--- config.mk ---
export PLATFORM = sky130hd
export DESIGN_NAME = tap_port
export DESIGN_NICKNAME = d
export VERILOG_FILES = /design/src/rtl/tap_pkg.sv /design/src/rtl/tap_fsm.sv /design/src/rtl/tap_ir.sv /design/src/rtl/tap_dr_fixed.sv /design/src/rtl/tap_bsr.sv /design/src/rtl/tap_port.sv
export SDC_FILE = /design/constraint.sdc
export NUM_CORES = 1
export LEC_CHECK = 0
export CORE_MARGIN = 2
export CORE_UTILIZATION = 45
export CTS_CLUSTER_DIAMETER = 150
export DETAILED_ROUTE_END_ITERATION = 8
export HOLD_SLACK_MARGIN = 0.03
export PLACE_DENSITY = 0.61
export SYNTH_ARGS = -nofsm -noshare
export SYNTH_HDL_FRONTEND = slang
export SYNTH_HIERARCHICAL = 1
export SYNTH_SLANG_ARGS = --single-unit
--- constraint.sdc ---
create_clock -name tck -period 4.2 [get_ports tck]
set_input_delay 0.84 -clock tck [delete_from_list [all_inputs] [get_ports tck]]
set_output_delay 0.84 -clock tck [all_outputs]
set_load 0.005 [all_outputs]
--- src/rtl/tap_pkg.sv ---
package tap_pkg;

    localparam int IR_W = 3;
    localparam int ID_W = 32;

    typedef enum logic [3:0] {
        ST_RESET,
        ST_IDLE,
        ST_SEL_DR,
        ST_CAP_DR,
        ST_SHIFT_DR,
        ST_EXIT1_DR,
        ST_PAUSE_DR,
        ST_EXIT2_DR,
        ST_UPD_DR,
        ST_SEL_IR,
        ST_CAP_IR,
        ST_SHIFT_IR,
        ST_EXIT1_IR,
        ST_PAUSE_IR,
        ST_EXIT2_IR,
        ST_UPD_IR
    } tap_state_e;

    typedef enum logic [1:0] {
        SEL_BYPASS,
        SEL_ID,
        SEL_BSR
    } dr_sel_e;

    localparam logic [IR_W-1:0] OP_EXTEST  = 3'b000;
    localparam logic [IR_W-1:0] OP_IDCODE  = 3'b001;
    localparam logic [IR_W-1:0] OP_SAMPLEZ = 3'b010;
    localparam logic [IR_W-1:0] OP_PRELOAD = 3'b100;
    localparam logic [IR_W-1:0] OP_BYPASS  = 3'b111;

    // Value placed in the instruction shifter on Capture-IR
    localparam logic [IR_W-1:0] IR_CAPTURE = 3'b001;

    function automatic dr_sel_e dr_decode(input logic [IR_W-1:0] op);
        case (op)
            OP_EXTEST, OP_SAMPLEZ, OP_PRELOAD: dr_decode = SEL_BSR;
            OP_IDCODE:                         dr_decode = SEL_ID;
            default:                           dr_decode = SEL_BYPASS;
        endcase
    endfunction

endpackage

--- src/rtl/tap_fsm.sv ---
module tap_fsm
    import tap_pkg::*;
(
    input  logic       tck,
    input  logic       por_n,
    input  logic       tms,
    output tap_state_e state_q
);

    typedef struct packed {
        tap_state_e st;
    } fsm_t;

    fsm_t r_d, r_q;

    always_comb begin
        r_d = r_q;
        case (r_q.st)
            ST_RESET:    r_d.st = tms ? ST_RESET    : ST_IDLE;
            ST_IDLE:     r_d.st = tms ? ST_SEL_DR   : ST_IDLE;
            ST_SEL_DR:   r_d.st = tms ? ST_SEL_IR   : ST_CAP_DR;
            ST_CAP_DR:   r_d.st = tms ? ST_EXIT1_DR : ST_SHIFT_DR;
            ST_SHIFT_DR: r_d.st = tms ? ST_EXIT1_DR : ST_SHIFT_DR;
            ST_EXIT1_DR: r_d.st = tms ? ST_UPD_DR   : ST_PAUSE_DR;
            ST_PAUSE_DR: r_d.st = tms ? ST_EXIT2_DR : ST_PAUSE_DR;
            ST_EXIT2_DR: r_d.st = tms ? ST_UPD_DR   : ST_SHIFT_DR;
            ST_UPD_DR:   r_d.st = tms ? ST_SEL_DR   : ST_IDLE;
            ST_SEL_IR:   r_d.st = tms ? ST_RESET    : ST_CAP_IR;
            ST_CAP_IR:   r_d.st = tms ? ST_EXIT1_IR : ST_SHIFT_IR;
            ST_SHIFT_IR: r_d.st = tms ? ST_EXIT1_IR : ST_SHIFT_IR;
            ST_EXIT1_IR: r_d.st = tms ? ST_UPD_IR   : ST_PAUSE_IR;
            ST_PAUSE_IR: r_d.st = tms ? ST_EXIT2_IR : ST_PAUSE_IR;
            ST_EXIT2_IR: r_d.st = tms ? ST_UPD_IR   : ST_SHIFT_IR;
            ST_UPD_IR:   r_d.st = tms ? ST_SEL_DR   : ST_IDLE;
            default:     r_d.st = ST_RESET;
        endcase
    end

    always_ff @(posedge tck or negedge por_n) begin
        if (!por_n) r_q <= '{st: ST_RESET};
        else        r_q <= r_d;
    end

    assign state_q = r_q.st;

endmodule

--- src/rtl/tap_ir.sv ---
module tap_ir
    import tap_pkg::*;
(
    input  logic            tck,
    input  logic            por_n,
    input  logic            tdi,
    input  tap_state_e      state_q,
    output logic [IR_W-1:0] ir_sh,
    output logic [IR_W-1:0] ir_act
);

    typedef struct packed {
        logic [IR_W-1:0] sh;
        logic [IR_W-1:0] act;
    } ir_t;

    ir_t r_d, r_q;

    always_comb begin
        r_d = r_q;
        case (state_q)
            ST_RESET:    r_d.act = OP_IDCODE;
            ST_CAP_IR:   r_d.sh  = IR_CAPTURE;
            ST_SHIFT_IR: r_d.sh  = {tdi, r_q.sh[IR_W-1:1]};
            ST_UPD_IR:   r_d.act = r_q.sh;
            default:     ;
        endcase
    end

    always_ff @(posedge tck or negedge por_n) begin
        if (!por_n) r_q <= '{sh: IR_CAPTURE, act: OP_IDCODE};
        else        r_q <= r_d;
    end

    assign ir_sh  = r_q.sh;
    assign ir_act = r_q.act;

endmodule

--- src/rtl/tap_dr_fixed.sv ---
module tap_dr_fixed
    import tap_pkg::*;
#(
    parameter logic [ID_W-1:0] ID_VALUE = 32'h1A5C_3E07
) (
    input  logic       tck,
    input  logic       por_n,
    input  logic       tdi,
    input  tap_state_e state_q,
    input  logic       sel_byp,
    input  logic       sel_id,
    output logic       byp_q,
    output logic       id_lsb
);

    typedef struct packed {
        logic            byp;
        logic [ID_W-1:0] id;
    } fix_t;

    fix_t r_d, r_q;

    always_comb begin
        r_d = r_q;
        if (state_q == ST_CAP_DR) begin
            if (sel_byp) r_d.byp = 1'b0;
            if (sel_id)  r_d.id  = ID_VALUE;
        end else if (state_q == ST_SHIFT_DR) begin
            if (sel_byp) r_d.byp = tdi;
            if (sel_id)  r_d.id  = {tdi, r_q.id[ID_W-1:1]};
        end
    end

    always_ff @(posedge tck or negedge por_n) begin
        if (!por_n) r_q <= '{byp: 1'b0, id: ID_VALUE};
        else        r_q <= r_d;
    end

    assign byp_q  = r_q.byp;
    assign id_lsb = r_q.id[0];

endmodule

--- src/rtl/tap_bsr.sv ---
module tap_bsr
    import tap_pkg::*;
#(
    parameter int NPIN = 8
) (
    input  logic            tck,
    input  logic            por_n,
    input  logic            tdi,
    input  tap_state_e      state_q,
    input  logic            sel,
    input  logic [NPIN-1:0] pin_in,
    output logic            bsr_lsb,
    output logic [NPIN-1:0] pin_upd,
    output logic            oe_cell
);

    localparam int CHAIN  = NPIN + 1;
    localparam int OE_POS = NPIN;
    localparam logic [CHAIN-1:0] UPD_INIT = {1'b1, {NPIN{1'b0}}};

    typedef struct packed {
        logic [CHAIN-1:0] sh;
        logic [CHAIN-1:0] upd;
    } bsr_t;

    bsr_t r_d, r_q;
    logic [CHAIN-1:0] shift_nx;

    // Each cell takes its upstream neighbour; the top cell takes TDI
    for (genvar g = 0; g < CHAIN; g++) begin : g_cell
        if (g == CHAIN - 1) begin : g_head
            assign shift_nx[g] = tdi;
        end else begin : g_body
            assign shift_nx[g] = r_q.sh[g+1];
        end
    end

    always_comb begin
        r_d = r_q;
        if (sel) begin
            case (state_q)
                ST_CAP_DR:   r_d.sh  = {r_q.upd[OE_POS], pin_in};
                ST_SHIFT_DR: r_d.sh  = shift_nx;
                ST_UPD_DR:   r_d.upd = r_q.sh;
                default:     ;
            endcase
        end
        if (state_q == ST_RESET) r_d.upd[OE_POS] = 1'b1;
    end

    always_ff @(posedge tck or negedge por_n) begin
        if (!por_n) r_q <= '{sh: '0, upd: UPD_INIT};
        else        r_q <= r_d;
    end

    assign bsr_lsb = r_q.sh[0];
    assign pin_upd = r_q.upd[NPIN-1:0];
    assign oe_cell = r_q.upd[OE_POS];

endmodule

--- src/rtl/tap_port.sv ---
module tap_port
    import tap_pkg::*;
#(
    parameter int              NPIN     = 8,
    parameter logic [ID_W-1:0] ID_VALUE = 32'h1A5C_3E07
) (
    input  logic            tck,
    input  logic            por_n,
    input  logic            tms,
    input  logic            tdi,
    input  logic [NPIN-1:0] pin_in,
    output logic            tdo,
    output logic            tdo_oe,
    output logic [NPIN-1:0] pin_out,
    output logic            func_oe,
    output logic            ext_sel
);

    tap_state_e      state_q;
    logic [IR_W-1:0] ir_sh;
    logic [IR_W-1:0] ir_act;
    dr_sel_e         dr_sel;
    logic            byp_q;
    logic            id_lsb;
    logic            bsr_lsb;
    logic            oe_cell;

    tap_fsm u_fsm (
        .tck     (tck),
        .por_n   (por_n),
        .tms     (tms),
        .state_q (state_q)
    );

    tap_ir u_ir (
        .tck     (tck),
        .por_n   (por_n),
        .tdi     (tdi),
        .state_q (state_q),
        .ir_sh   (ir_sh),
        .ir_act  (ir_act)
    );

    assign dr_sel = dr_decode(ir_act);

    tap_dr_fixed #(.ID_VALUE(ID_VALUE)) u_fix (
        .tck     (tck),
        .por_n   (por_n),
        .tdi     (tdi),
        .state_q (state_q),
        .sel_byp (dr_sel == SEL_BYPASS),
        .sel_id  (dr_sel == SEL_ID),
        .byp_q   (byp_q),
        .id_lsb  (id_lsb)
    );

    tap_bsr #(.NPIN(NPIN)) u_bsr (
        .tck     (tck),
        .por_n   (por_n),
        .tdi     (tdi),
        .state_q (state_q),
        .sel     (dr_sel == SEL_BSR),
        .pin_in  (pin_in),
        .bsr_lsb (bsr_lsb),
        .pin_upd (pin_out),
        .oe_cell (oe_cell)
    );

    // Serial output stage, launched on the falling test-clock edge
    typedef struct packed {
        logic tdo;
        logic oe;
    } so_t;

    so_t s_d, s_q;

    always_comb begin
        s_d.oe = (state_q == ST_SHIFT_IR) || (state_q == ST_SHIFT_DR);
        if (state_q == ST_SHIFT_IR) begin
            s_d.tdo = ir_sh[0];
        end else begin
            case (dr_sel)
                SEL_ID:  s_d.tdo = id_lsb;
                SEL_BSR: s_d.tdo = bsr_lsb;
                default: s_d.tdo = byp_q;
            endcase
        end
    end

    always_ff @(negedge tck or negedge por_n) begin
        if (!por_n) s_q <= '{tdo: 1'b0, oe: 1'b0};
        else        s_q <= s_d;
    end

    assign tdo     = s_q.tdo;
    assign tdo_oe  = s_q.oe;
    assign ext_sel = (ir_act == OP_EXTEST);
    assign func_oe = (ir_act == OP_SAMPLEZ) ? 1'b0 :
                     (ir_act == OP_EXTEST)  ? oe_cell : 1'b1;

endmodule

==> impl_metrics.env <==
export IMPL_grt_total_usage_pct=15.3
export IMPL_async_reset_ff_share_pct=100
export IMPL_slew_headroom_pct=49.8
export IMPL_gr_total_overflow=0
export IMPL_drc=0
export IMPL_p_leak_nw=1.55
export IMPL_syn2layout_area_growth_pct=13.1
export IMPL_p_sw_share_pct=33.8
export IMPL_hpwl_mm=3.28
export IMPL_syn_avg_cell_area_um2=11.7
export IMPL_cp_startpoint="tdo"
export IMPL_multi_input_area_um2=1390
export IMPL_synth_top_area_share_pct=33.3
export IMPL_grt_pass1_vias=1927
export IMPL_die_h_um=88.7
export IMPL_power_share_clock_pct=19.4
export IMPL_p_per_area_nw_per_um2=745
export IMPL_yosys_cell_types_count=49
export IMPL_grt_util_met1_pct=21.0
export IMPL_finClkSkew_ns=0.0137
export IMPL_grt_pass1_wl_mm=9.03
export IMPL_combPwrFrac_pct=41.6
export IMPL_critPathBufInv=1
export IMPL_synthFlopType="dfrtp_1"
export IMPL_nets=309
export IMPL_vdd_ir_drop_max_uv=306
export IMPL_dr_total_vias=1972
export IMPL_ys_seq_area_share_pct=49.5
export IMPL_antenna_cells=0
export IMPL_drive_gt1_share_pct=31.5
export IMPL_htreeDepth=3
export IMPL_synth_area_top_cells="dfrtp_1, dfstp_2, mux2_2"
export IMPL_use_met2_pct=21.1
export IMPL_crit_type="register to primary output"
export IMPL_use_met3_pct=4.38
export IMPL_finalPower_mw=2.72
export IMPL_grt_setup_unrepaired="no"
export IMPL_placed_area_um2=3450
export IMPL_end_kind="primary output"
export IMPL_initialDrtViolationCount=102
export IMPL_cts_tree="built"
export IMPL_final_antenna_net_count=0
export IMPL_clk_latency_ns=0.34
export IMPL_port_buffers=23
export IMPL_cts_buffers=9
export IMPL_hold_class="register to register"
export IMPL_path_cells="clkdlybuf4s50_1"
export IMPL_num_io_pins=24
export IMPL_fin_ws_ns=0.0642
export IMPL_antenna_found_initial=0
export IMPL_power_internal_mw=1.80
export IMPL_hold_slack_ns=0.463
export IMPL_synth_seq_cells=63
export IMPL_p_seq_share_pct=39.0
export IMPL_cp_slowest_stage_delay_ns=0.49
export IMPL_dp_slack_ns=0.397
export IMPL_crit_path_start_kind="register"
export IMPL_final_core_util_pct=53.2
export IMPL_run_status="complete, no violations"
export IMPL_cts_hold_buf=0
export IMPL_gp_routability_congestion=0.755
export IMPL_path_clk_slew_ns=0.07
export IMPL_drt_total_wl_mm=5.34
export IMPL_post_cts_buffers=0
export IMPL_die_w_um=88.7
export IMPL_cts_buffer_depth=2
export IMPL_final_hold_viol_count=0
export IMPL_postCtsResizedCells=0
export IMPL_crit_required_ns=3.36
export IMPL_synthesis_area_um2=3230
export IMPL_cts_sinks=63
export IMPL_maxCapViolations=0
export IMPL_grt_max_degree=62
export IMPL_vias_per_cell=4.95
export IMPL_final_cell_area_um2=3650
export IMPL_finalMaxSlewViolations=0
export IMPL_fillCellCount=629
export IMPL_critPathMaxFanout=1
export IMPL_synth_area_leader_cell="dfrtp_1"
export IMPL_dp_cells=382
export IMPL_core_area_um2=6870
export IMPL_switchingPower_mw=0.920
export IMPL_tightest_slew_ns=0.753
export IMPL_critical_path_top_delay_family="buffers and inverters"
export IMPL_fin_setup_tns_ns=0
export IMPL_cp_arrival_ns=3.30
export IMPL_yosysWarnings=6
export IMPL_synth_edf_count=0
export IMPL_initial_utilization_pct=47.0
export IMPL_busiest_layer="met2"
export IMPL_seq_area_um2=1600
export IMPL_worst_path_max_delay_cell="clkdlybuf4s50_1"
export IMPL_die_area_um2=7870
export IMPL_hold_start="u_fix/r_q[12]"
export IMPL_row_count=30
export IMPL_syn_inst=275
export IMPL_synthesis_nets=287
export IMPL_wl_per_cell_um=13.4
export IMPL_first_pass_iters=6
export IMPL_stdcell_count=398
export IMPL_r2r_start="u_fsm/state_q[1]"
export IMPL_root_buffer="clkbuf_8"
export IMPL_setup_viol_count_final=0
## placed cells by master (no fill, tap or decap), types with 6 or more instances in the layout
| master | instances |
|---|---|
| dfrtp_1 | 43 |
| nor2b_1 | 13 |
| o21ai_0 | 9 |
| dfstp_2 | 18 |
| a21oi_1 | 10 |
| nor2_1 | 27 |
| mux2_2 | 29 |
| clkbuf_8 | 10 |
| buf_4 | 6 |
| mux2i_1 | 15 |
| inv_1 | 21 |
| nand2_1 | 9 |
| clkdlybuf4s50_1 | 22 |
| mux2_4 | 15 |
## cell families (layout without fill, tap and decap cells)
logic type             Yosys count  after routing  synth area share, %
AND/OR/NAND/NOR                 80             80                 14.4
AO/OA/AOI/OAI                   34             34                 6.78
flip-flops                      63             63                 49.5
multiplexers                    59             59                 21.7
buffers and inverters           39             66                 7.59
## path summary, 6_finish.rpt
path	end	slack [ns]	cells past startpoint
worst min-delay path	u_fix/r_q[12]	0.46	2
min in group asynchronous	u_ir/ir_act[2]	0.72	2
max in group asynchronous	tdo_oe	1.77	1
worst max-delay path	tdo	0.06	1
worst max register to register	tdo	0.92	4
worst min register to register	u_fix/r_q[12]	0.46	2
## layout make-up
class	count	share of cell area (%)
Clock buffer	11	3.87
Clock inverter	5	1.58
Inverter	21	2.16
Multi-Input combinational cell	173	37.9
Sequential cell	63	43.8
Tap cell	96	3.29
Timing Repair Buffer	29	7.40
## per-layer routing
metal / routed length, µm / share of wire [%]
met1: 2720 / 51
met2: 2330 / 44
met3: 207 / 3.9
met4: 85 / 1.6
met5: 0 / 0
## power groups by stage
stage | combinational [mW] | clock [mW] | sequential [mW]
final | 1.13 | 0.527 | 1.06
after global routing | 1.26 | 0.570 | 1.10
after CTS | 1.15 | 0.549 | 1.06
after detailed placement | 1.14 | 0 | 1.07
after global placement | 1.12 | 0 | 1.06
after floorplan | 0.939 | 0 | 1.08
## Yosys cell counts, types with 2 or more instances
cell	n
dfstp_2	18
buf_6	2
nor2_1	27
o21ai_0	9
nor2b_1	13
buf_12	2
nor3b_1	3
mux2i_1	15
nor3_1	4
o21a_1	2
nand2_1	9
nand3b_1	3
nand2b_1	2
dfrtp_1	43
nand3_1	3
mux2_2	29
inv_1	21
a21oi_1	10
and2b_2	2
buf_2	3
dfrtn_1	2
o22ai_1	3
buf_4	10
mux2_4	15
## state kept, by name, indices dropped and copies added, names as in the netlist, 3 cells and up
| name | cells |
|---|---|
| u_bsr/r_q | 8 |
| u_ir/ir_sh | 3 |
| u_bsr/pin_upd | 8 |
| u_ir/ir_act | 3 |
| u_fsm/state_q | 4 |
| u_fix/r_q | 31 |
Power figures use the tool's default switching activity.
